<file path="src/rtl/wvs_pkg.sv">
package wvs_pkg;
    localparam int NUM_WAYS  = 4;
    localparam int WAY_W     = $clog2(NUM_WAYS);
    localparam int FIELD_LSB = 8;
    localparam int HI_LSB    = FIELD_LSB + NUM_WAYS;
    localparam int LFSR_W    = 16;
    localparam logic [LFSR_W-1:0] LFSR_TAPS = 16'hB400;

    typedef struct packed {
        logic             valid;
        logic [WAY_W-1:0] way;
        logic             err;
    } victim_resp_t;
endpackage

</file>
<file path="src/rtl/wvs_lfsr.sv">
module wvs_lfsr
    import wvs_pkg::*;
#(
    parameter logic [LFSR_W-1:0] SEED = 16'hACE1
) (
    input  logic              clk,
    input  logic              rst_n,
    output logic [LFSR_W-1:0] state
);
    typedef struct packed {
        logic [LFSR_W-1:0] bits;
    } lfsr_st_t;

    lfsr_st_t st_d, st_q;

    always_comb begin
        st_d      = st_q;
        st_d.bits = {st_q.bits[LFSR_W-2:0], ^(st_q.bits & LFSR_TAPS)};
    end

    always_ff @(posedge clk or negedge rst_n) begin
        if (!rst_n) st_q <= '{bits: SEED};
        else        st_q <= st_d;
    end

    assign state = st_q.bits;
endmodule

</file>
<file path="src/rtl/wvs_way_mask.sv">
module wvs_way_mask
    import wvs_pkg::*;
#(
    parameter int HI_W = 28,
    parameter logic [HI_W-1:0] WIN_BASE  = '0,
    parameter logic [HI_W-1:0] STAT_BASE = '1
) (
    input  logic                clk,
    input  logic                rst_n,
    input  logic [HI_W-1:0]     addr_hi,
    input  logic [NUM_WAYS-1:0] addr_field,
    input  logic                wr,
    input  logic                rd,
    output logic [NUM_WAYS-1:0] mask,
    output logic [NUM_WAYS-1:0] rd_data
);
    typedef struct packed {
        logic [NUM_WAYS-1:0] en;
    } mask_st_t;

    mask_st_t st_d, st_q;
    logic     win_hit, stat_hit;

    always_comb begin
        win_hit  = (addr_hi == WIN_BASE);
        stat_hit = (addr_hi == STAT_BASE);
        st_d     = st_q;
        if (wr && win_hit) st_d.en = addr_field;
        rd_data  = (rd && stat_hit) ? st_q.en : '0;
    end

    always_ff @(posedge clk or negedge rst_n) begin
        if (!rst_n) st_q <= '{en: '1};
        else        st_q <= st_d;
    end

    assign mask = st_q.en;
endmodule

</file>
<file path="src/rtl/wvs_pick.sv">
module wvs_pick
    import wvs_pkg::*;
(
    input  logic [NUM_WAYS-1:0] mask,
    input  logic [WAY_W-1:0]    start,
    output logic [WAY_W-1:0]    way,
    output logic                none
);
    logic [WAY_W-1:0]    cand [NUM_WAYS];
    logic [NUM_WAYS-1:0] hit;

    for (genvar i = 0; i < NUM_WAYS; i++) begin : g_cand
        assign cand[i] = start + WAY_W'(i);
        assign hit[i]  = mask[cand[i]];
    end

    always_comb begin
        way  = start;
        none = (mask == '0);
        for (int k = NUM_WAYS - 1; k >= 0; k--) begin
            if (hit[k]) way = cand[k];
        end
    end
endmodule

</file>
<file path="src/rtl/way_victim_sel.sv">
module way_victim_sel
    import wvs_pkg::*;
#(
    parameter int ADDR_W = 40,
    parameter int DATA_W = 64,
    parameter logic [ADDR_W-HI_LSB-1:0] WIN_BASE  = 28'h0010041,
    parameter logic [ADDR_W-HI_LSB-1:0] STAT_BASE = 28'h0010042,
    parameter logic [LFSR_W-1:0]        LFSR_SEED = 16'hACE1
) (
    input  logic                clk,
    input  logic                rst_n,
    input  logic [ADDR_W-1:0]   bus_addr,
    input  logic                bus_wr,
    input  logic [DATA_W-1:0]   bus_wdata,
    input  logic                bus_rd,
    output logic [NUM_WAYS-1:0] rd_data,
    input  logic                victim_req,
    output logic                victim_valid,
    output logic [WAY_W-1:0]    victim_way,
    output logic                victim_err
);
    localparam int HI_W = ADDR_W - HI_LSB;

    logic [NUM_WAYS-1:0] mask_q;
    logic [LFSR_W-1:0]   lfsr_q;
    logic [WAY_W-1:0]    pick_way;
    logic                pick_none;
    logic                unused_bits;

    victim_resp_t resp_d, resp_q;

    assign unused_bits = ^{bus_wdata, bus_addr[FIELD_LSB-1:0], lfsr_q[LFSR_W-1:WAY_W]};

    wvs_way_mask #(
        .HI_W      (HI_W),
        .WIN_BASE  (WIN_BASE),
        .STAT_BASE (STAT_BASE)
    ) u_mask (
        .clk        (clk),
        .rst_n      (rst_n),
        .addr_hi    (bus_addr[ADDR_W-1:HI_LSB]),
        .addr_field (bus_addr[HI_LSB-1:FIELD_LSB]),
        .wr         (bus_wr),
        .rd         (bus_rd),
        .mask       (mask_q),
        .rd_data    (rd_data)
    );

    wvs_lfsr #(.SEED(LFSR_SEED)) u_lfsr (
        .clk   (clk),
        .rst_n (rst_n),
        .state (lfsr_q)
    );

    wvs_pick u_pick (
        .mask  (mask_q),
        .start (lfsr_q[WAY_W-1:0]),
        .way   (pick_way),
        .none  (pick_none)
    );

    always_comb begin
        resp_d       = resp_q;
        resp_d.valid = victim_req;
        if (victim_req) begin
            resp_d.way = pick_way;
            resp_d.err = pick_none;
        end
    end

    always_ff @(posedge clk or negedge rst_n) begin
        if (!rst_n) resp_q <= '0;
        else        resp_q <= resp_d;
    end

    assign victim_valid = resp_q.valid;
    assign victim_way   = resp_q.way;
    assign victim_err   = resp_q.err;
endmodule

</file>
<file path="config.mk">
export PLATFORM = sky130hd
export DESIGN_NAME = way_victim_sel
export DESIGN_NICKNAME = d
export VERILOG_FILES = /design/src/rtl/wvs_pkg.sv /design/src/rtl/wvs_lfsr.sv /design/src/rtl/wvs_way_mask.sv /design/src/rtl/wvs_pick.sv /design/src/rtl/way_victim_sel.sv
export SDC_FILE = /design/constraint.sdc
export NUM_CORES = 1
export LEC_CHECK = 0
export BUFFER_PORTS_ARGS = -buffer_cell sky130_fd_sc_hd__buf_2
export CORE_MARGIN = 10
export CORE_UTILIZATION = 27
export DETAILED_ROUTE_END_ITERATION = 8
export PLACE_DENSITY = 0.71
export SLEW_MARGIN = 20
export SYNTH_ARGS = -nofsm -noshare
export SYNTH_HDL_FRONTEND = slang
export SYNTH_SLANG_ARGS = --single-unit
export TNS_END_PERCENT = 10
</file>
<file path="constraint.sdc">
create_clock -name clk -period 3 [get_ports clk]
set_input_delay 0.3 -clock clk [delete_from_list [all_inputs] [get_ports clk]]
set_output_delay 0.3 -clock clk [all_outputs]
set_load 0.05 [all_outputs]
</file>
==> out/results.ini, run 1 <==
[worst_setup_path]
cp_data_arrival_time_ns=1.87
cp_slowest_stage_delay_ns=0.52
cp-start-kind=input port
slowest_stage=nor4_1
worst-path-stages=6
cp-startpoint=bus_addr[16]
crit_buf_inv=2
crit_path_end=rd_data[3]
required_ns=2.70
cp_cell_sequence=buf_2, nor4b_2, nand4_1, nor4_1, and2_1, buf_2
cp_top_family=simple AND/OR/NAND/NOR gates
critPathMostFrequentCell=buf_2
path_class=in -> out
r2r-end=victim_way[0]$_DFFE_PN0P_
end_kind=output pin
cp_max_fo=4
reg2reg_slack_ns=1.76
rr_startpoint=u_mask.mask[0]$_DFFE_PN1P_
rr_worst_depth=4

[layout]
final_cells=164
drive_gt1_frac=0.576
nFillCells=366
synthToLayoutAreaGrowth_pct=34.4
nets=228
multi_input_area_sq_um=312
regArea_sq_um=616
n_antenna_cell=0

[drt]
num_vias=716
viasPerCell=4.37
ant_nets=0
drt_pass1_iterations=4
routedWlPerCell_um=13.9
drc_errors=0
routed_wl_mm=2.28
drt-initial-drc-count=40

[power_and_ir_drop]
p_leak_nw=0.591
powerDensity_mw_per_mm2=416
pwr-share-comb=0.075
power.internal_w=0.000420
power.switching_w=0.000106
peakVddDrop_v=0.000236
p_seq_frac=0.618
clkPwrFrac=0.307
swShare=0.202

[timing]
fmaxAchievable_ghz=0.461
fin_crit_sh=0.723
skew_ns=0.000788
min_period_ns=2.17
final_max_slew_viol_count=0
fin_setup_tns_ns=0
rsz0062_at_grt=false
setup_viol=0
tightest_slew_ns=0.489
relSlewSlack=0.671
hold_violations=0

[clock_network]
numCtsBuffers=3
cts_hold_buf=1
clk_root_buffer_cell=clkbuf_4
clk_pin_slew_ns=0.12
tritoncts=built
cts_resized=0
postCtsSetupBuffers=0
max-clock-path-buffers=2
clock_latency_ns=0.30
cts.sinks=24
htreeDepth=1

[die]
die_area_sq_mm=0.00625
fp-row-count=21
coreArea_sq_mm=0.00336
pin_count=117
initial_core_util=0.280
fp.dieW_um=79.1
die_h_um=79.1

[grt]
grt-ovfl-total=0
grt_max_degree=25
grt_pass1_vias=806
grt_use_met3=0.0338
busiest_layer=met2
grt_pass1_wl_mm=3.82
grtUsageMet2=0.117
track_usage=0.0745
global_route.usage.met1=0.0958
grt_antenna_before_repair=0

[synth]
yosys_most_used_dff=dfstp_2
ys_ff_latch=24
mappedNetlistArea_sq_um=942
seq_area_frac_synth=0.653
syn-num-nets=178
synth.top_cell.area_share=0.335
yosys.area.top_type=dfstp_2
ys_types=22
async_reset_ff_frac=1.00
synth.avg_cell_area_sq_um=13.7
synthTopCellsByArea=dfstp_2 (33%), dfrtp_1 (32%), mux2_2 (6.0%), nor4_1 (4.0%), and2_1 (2.7%)
synth_edf_count=0
ys_top_cells_by_count=dfrtp_1 (12), dfstp_2 (12), nor4_1 (6), mux2_2 (5)
synth-warning-count=0
syn-instance-count=69

[placement]
dp.cells=159
post-dp-hpwl_mm=1.87
gp_congestion=0.770
port_buffers=44

[run_status]
outcome=complete, no violations

[job]
maxCapViolCount=0

[worst_hold_path]
holdCritStartpoint=victim_req
hp-class=in -> reg

-- flip-flops by register name, summed over array words and instances (netlist names) --
register	cells
u_lfsr.state	16
u_mask.mask	4
victim_way	2
victim_err	1
victim_valid	1
-- cell families after synthesis --
| kind of cell | after synthesis | share of synthesized area |
|---|---|---|
| AOI/OAI and AO/OA | 9 | 0.0571 |
| xor gates and xnor gates | 3 | 0.0279 |
| muxes | 6 | 0.0704 |
| buffers and inverters | 4 | 0.0159 |
| DFF | 24 | 0.653 |
| and+or+nand+nor | 23 | 0.175 |
-- cell usage in the layout, fill, tap and decap left out --
| cell | synthesis | routed |
|---|---|---|
| inv_1 | 4 | 4 |
| nand4_1 | 1 | 1 |
| clkbuf_8 | 0 | 1 |
| nor4_1 | 6 | 6 |
| a221oi_1 | 1 | 1 |
| o221ai_1 | 1 | 1 |
| nand2_1 | 2 | 2 |
| xnor2_1 | 2 | 2 |
| buf_2 | 0 | 44 |
| nand3b_1 | 2 | 2 |
| or4b_4 | 1 | 1 |
| dfrtp_1 | 12 | 12 |
| o22ai_1 | 1 | 1 |
| clkbuf_4 | 0 | 3 |
| and2_1 | 4 | 4 |
| dlygate4sd3_1 | 0 | 1 |
| mux2_2 | 5 | 5 |
| nor4b_2 | 1 | 1 |
| o21ai_0 | 3 | 3 |
| nor2_1 | 3 | 3 |
| nor2b_1 | 2 | 2 |
| nor4_4 | 1 | 1 |
| mux2i_1 | 1 | 1 |
| a21oi_1 | 3 | 3 |
| dfstp_2 | 12 | 12 |
| xor2_1 | 1 | 1 |
-- area by class of cell --
cell class,count,share of cell area
sequential,24,0.486
timing repair buffer,45,0.182
multi-input combinational,41,0.246
inverter,4,0.0119
clock buffer,4,0.0287
tap,46,0.0455
-- power by group through the flow --
| stage | registers (W) | logic (W) | clock network [W] |
|---|---|---|---|
| after floorplan | 0.000333 | 0.00000503 | 0 |
| after global placement | 0.000331 | 0.0000368 | 0 |
| after detailed placement | 0.000331 | 0.0000387 | 0 |
| after CTS | 0.000325 | 0.0000399 | 0.000170 |
| after global routing | 0.000325 | 0.0000441 | 0.000187 |
| final | 0.000325 | 0.0000394 | 0.000162 |
-- worst min-delay path by stage --
stage | slack [ns] | cells past startpoint | end
global route | 0.13 | 1 | victim_valid$_DFF_PN0_
global placement | 0.27 | 1 | victim_valid$_DFF_PN0_
floorplan | 0.004 | 0 | u_lfsr.state[12]$_DFF_PN0_
CTS | 0.15 | 1 | victim_valid$_DFF_PN0_
finish | 0.16 | 1 | victim_valid$_DFF_PN0_
detailed placement | 0.30 | 1 | victim_valid$_DFF_PN0_
-- stage by stage --
| stage | setup slack, ns | util | area [sq um] | total power [W] | hold slack, ns |
|---|---|---|---|---|---|
| 2_1_floorplan | 1.04 | - | 942 | 0.000338 | 0.00441 |
| 3_3_place_gp | 0.879 | 0.363 | 1220 | 0.000367 | 0.274 |
| 3_5_place_dp | 0.814 | 0.363 | 1220 | 0.000369 | 0.300 |
| 4_1_cts | 0.810 | 0.376 | 1270 | 0.000535 | 0.146 |
| 5_1_grt | 0.648 | 0.376 | 1270 | 0.000556 | 0.128 |
| 6_report | 0.832 | 0.376 | 1270 | 0.000526 | 0.161 |
-- layer usage --
layer	part of all wire	vias to the layer above
met2	0.50	24
li1	-	348
met1	0.45	344
met5	0	-
met3	0.055	0
met4	0	0
-- worst reg2reg max path: cells and delay by family, from the launching register on --
kind	cells	cell delay, ns
flops	1	0.61
compound gates	2	0.25
simple gates	1	0.17
mux	1	0.10
Power figures use the tool's default switching activity.
==> inputs of run 2 (changes only) <==
--- a/config.mk
+++ b/config.mk
@@ -9,7 +9,7 @@
 export CORE_MARGIN = 10
 export CORE_UTILIZATION = 27
 export DETAILED_ROUTE_END_ITERATION = 8
-export PLACE_DENSITY = 0.71
+export PLACE_DENSITY = 0.74
 export SLEW_MARGIN = 20
 export SYNTH_ARGS = -nofsm -noshare
 export SYNTH_HDL_FRONTEND = slang
==> constraint.sdc (replaced) <==
create_clock -name clk -period 1.8 [get_ports clk]
set_input_delay 0.18 -clock clk [delete_from_list [all_inputs] [get_ports clk]]
set_output_delay 0.18 -clock clk [all_outputs]
set_load 0.05 [all_outputs]
==> out/results.ini, run 2 (same netlist as run 1, synthesis figures left out) <==
[die]
die_area_sq_mm=0.00625
fp.dieW_um=79.1
die_h_um=79.1
coreArea_sq_mm=0.00336
initial_core_util=0.280
pin_count=117
fp-row-count=21

[clock_network]
max-clock-path-buffers=2
clk_pin_slew_ns=0.13
tritoncts=built
numCtsBuffers=3
postCtsSetupBuffers=0
clock_latency_ns=0.31
htreeDepth=1
clk_root_buffer_cell=clkbuf_4
cts.sinks=24

[timing]
relSlewSlack=0.654
tightest_slew_ns=0.518
layout_setup_ws_ns=-0.00196
fin_crit_sh=1.00
skew_ns=0.00437
hold_ws_ns=0.0345
setup_viol=1
rsz0062_at_grt=true
fmaxAchievable_ghz=0.555
min_period_ns=1.80
final_max_slew_viol_count=0
hold_violations=0

[run_status]
outcome=complete, but fails checks
violations=setup timing

[grt]
track_usage=0.0797
grt_pass1_vias=794
grt_pass1_wl_mm=3.90
grt_antenna_before_repair=0
grt-ovfl-total=0
grt_max_degree=25

[layout]
nets=232
n_antenna_cell=0
drive_gt1_frac=0.639
synthToLayoutAreaGrowth_pct=47.5
mostFrequentLayoutCells=buf_2 (39), dfstp_2 (12), dfrtp_1 (12), mux2_2 (5)
largest_reg_flops=16
layout_commonest_cell=buf_2
final_util=0.413
final_area_sq_mm=0.00139

[job]
maxCapViolCount=0

[placement]
port_buffers=44
post-place-ws_ns=-0.0627
gp_congestion=0.751
post-dp-hpwl_mm=2.01
placed_cell_area_sq_mm=0.00125

[worst_setup_path]
end_kind=output pin
required_ns=1.62
cp_max_fo=4
cp_cell_sequence=buf_6, or4b_4, nor4_4, buf_4, and2_4, buf_8
rr_startpoint=u_mask.mask[0]$_DFFE_PN1P_
cp_slowest_stage_delay_ns=0.55
reg2reg_slack_ns=0.54
cp-start-kind=input port
path_class=in -> out
cp-startpoint=bus_addr[30]
r2r-end=victim_way[0]$_DFFE_PN0P_
cp_data_arrival_time_ns=1.62
rr_worst_depth=4
crit_path_end=rd_data[3]
slowest_stage=or4b_4

[drt]
ant_nets=0
drt_pass1_iterations=4
drc_errors=0
routedWlPerCell_um=15.7
num_vias=734
routed_wl_mm=2.63
viasPerCell=4.37
drt-initial-drc-count=36

[power_and_ir_drop]
p_leak_nw=0.645
powerDensity_mw_per_mm2=718
power.total_w=0.000998
peakVddDrop_v=0.000546

[worst_hold_path]
hp-class=in -> reg

==> run 2: critical path: cells and delay by family <==
kind,cells,cell delay (ns)
and+or+nand+nor,3,1.03
buffers and inverters,3,0.41
==> run 2: what timing repair did <==
item,CTS,global route
endpoints found under the setup margin,4,4
cloned,0,0
hold buffers,1,0
hold endpoints to repair,12,0
pin swaps,0,4
gates resized for setup,5,15
==> run 2: worst min-delay path by stage <==
stage	from	slack, ns	to	cells after the start
after floorplan	rst_n	-0.12	u_lfsr.state[12]$_DFF_PN0_	0
after global placement	rst_n	0.15	victim_valid$_DFF_PN0_	1
after detailed placement	rst_n	0.18	victim_valid$_DFF_PN0_	1
after CTS	victim_req	0.03	victim_valid$_DFF_PN0_	1
after global routing	victim_req	0.002	victim_valid$_DFF_PN0_	1
final	victim_req	0.03	victim_valid$_DFF_PN0_	1
==> run 2: cell type report <==
cell class | count | area, sq um
Timing Repair Buffer | 49 | 307
Tap cell | 46 | 57.6
Sequential cell | 24 | 616
Fill cell | 345 | 1970
Inverter | 4 | 15.0
Multi-Input combinational cell | 41 | 343
Clock buffer | 3 | 22.5
Clock inverter | 1 | 30.0
==> run 2: per-layer routing <==
metal	global-route usage	up-vias	share of wire
met4	0	0	0
met5	0	-	0
li1	-	354	-
met2	0.140	22	0.52
met1	0.0892	358	0.40
met3	0.0405	0	0.084
==> run 2: where the power goes <==
part	internal (W)	switching [W]
sequential	0.000542	0.000000244
clock	0.000225	0.000160
combinational	0.0000374	0.0000340
==> run 2: stage by stage <==
step / TNS (ns) / instances
2_1_floorplan: 0 / 69
3_3_place_gp: -0.202 / 163
3_5_place_dp: -0.240 / 163
4_1_cts: 0 / 168
5_1_grt: -0.122 / 168
6_report: -0.00196 / 168
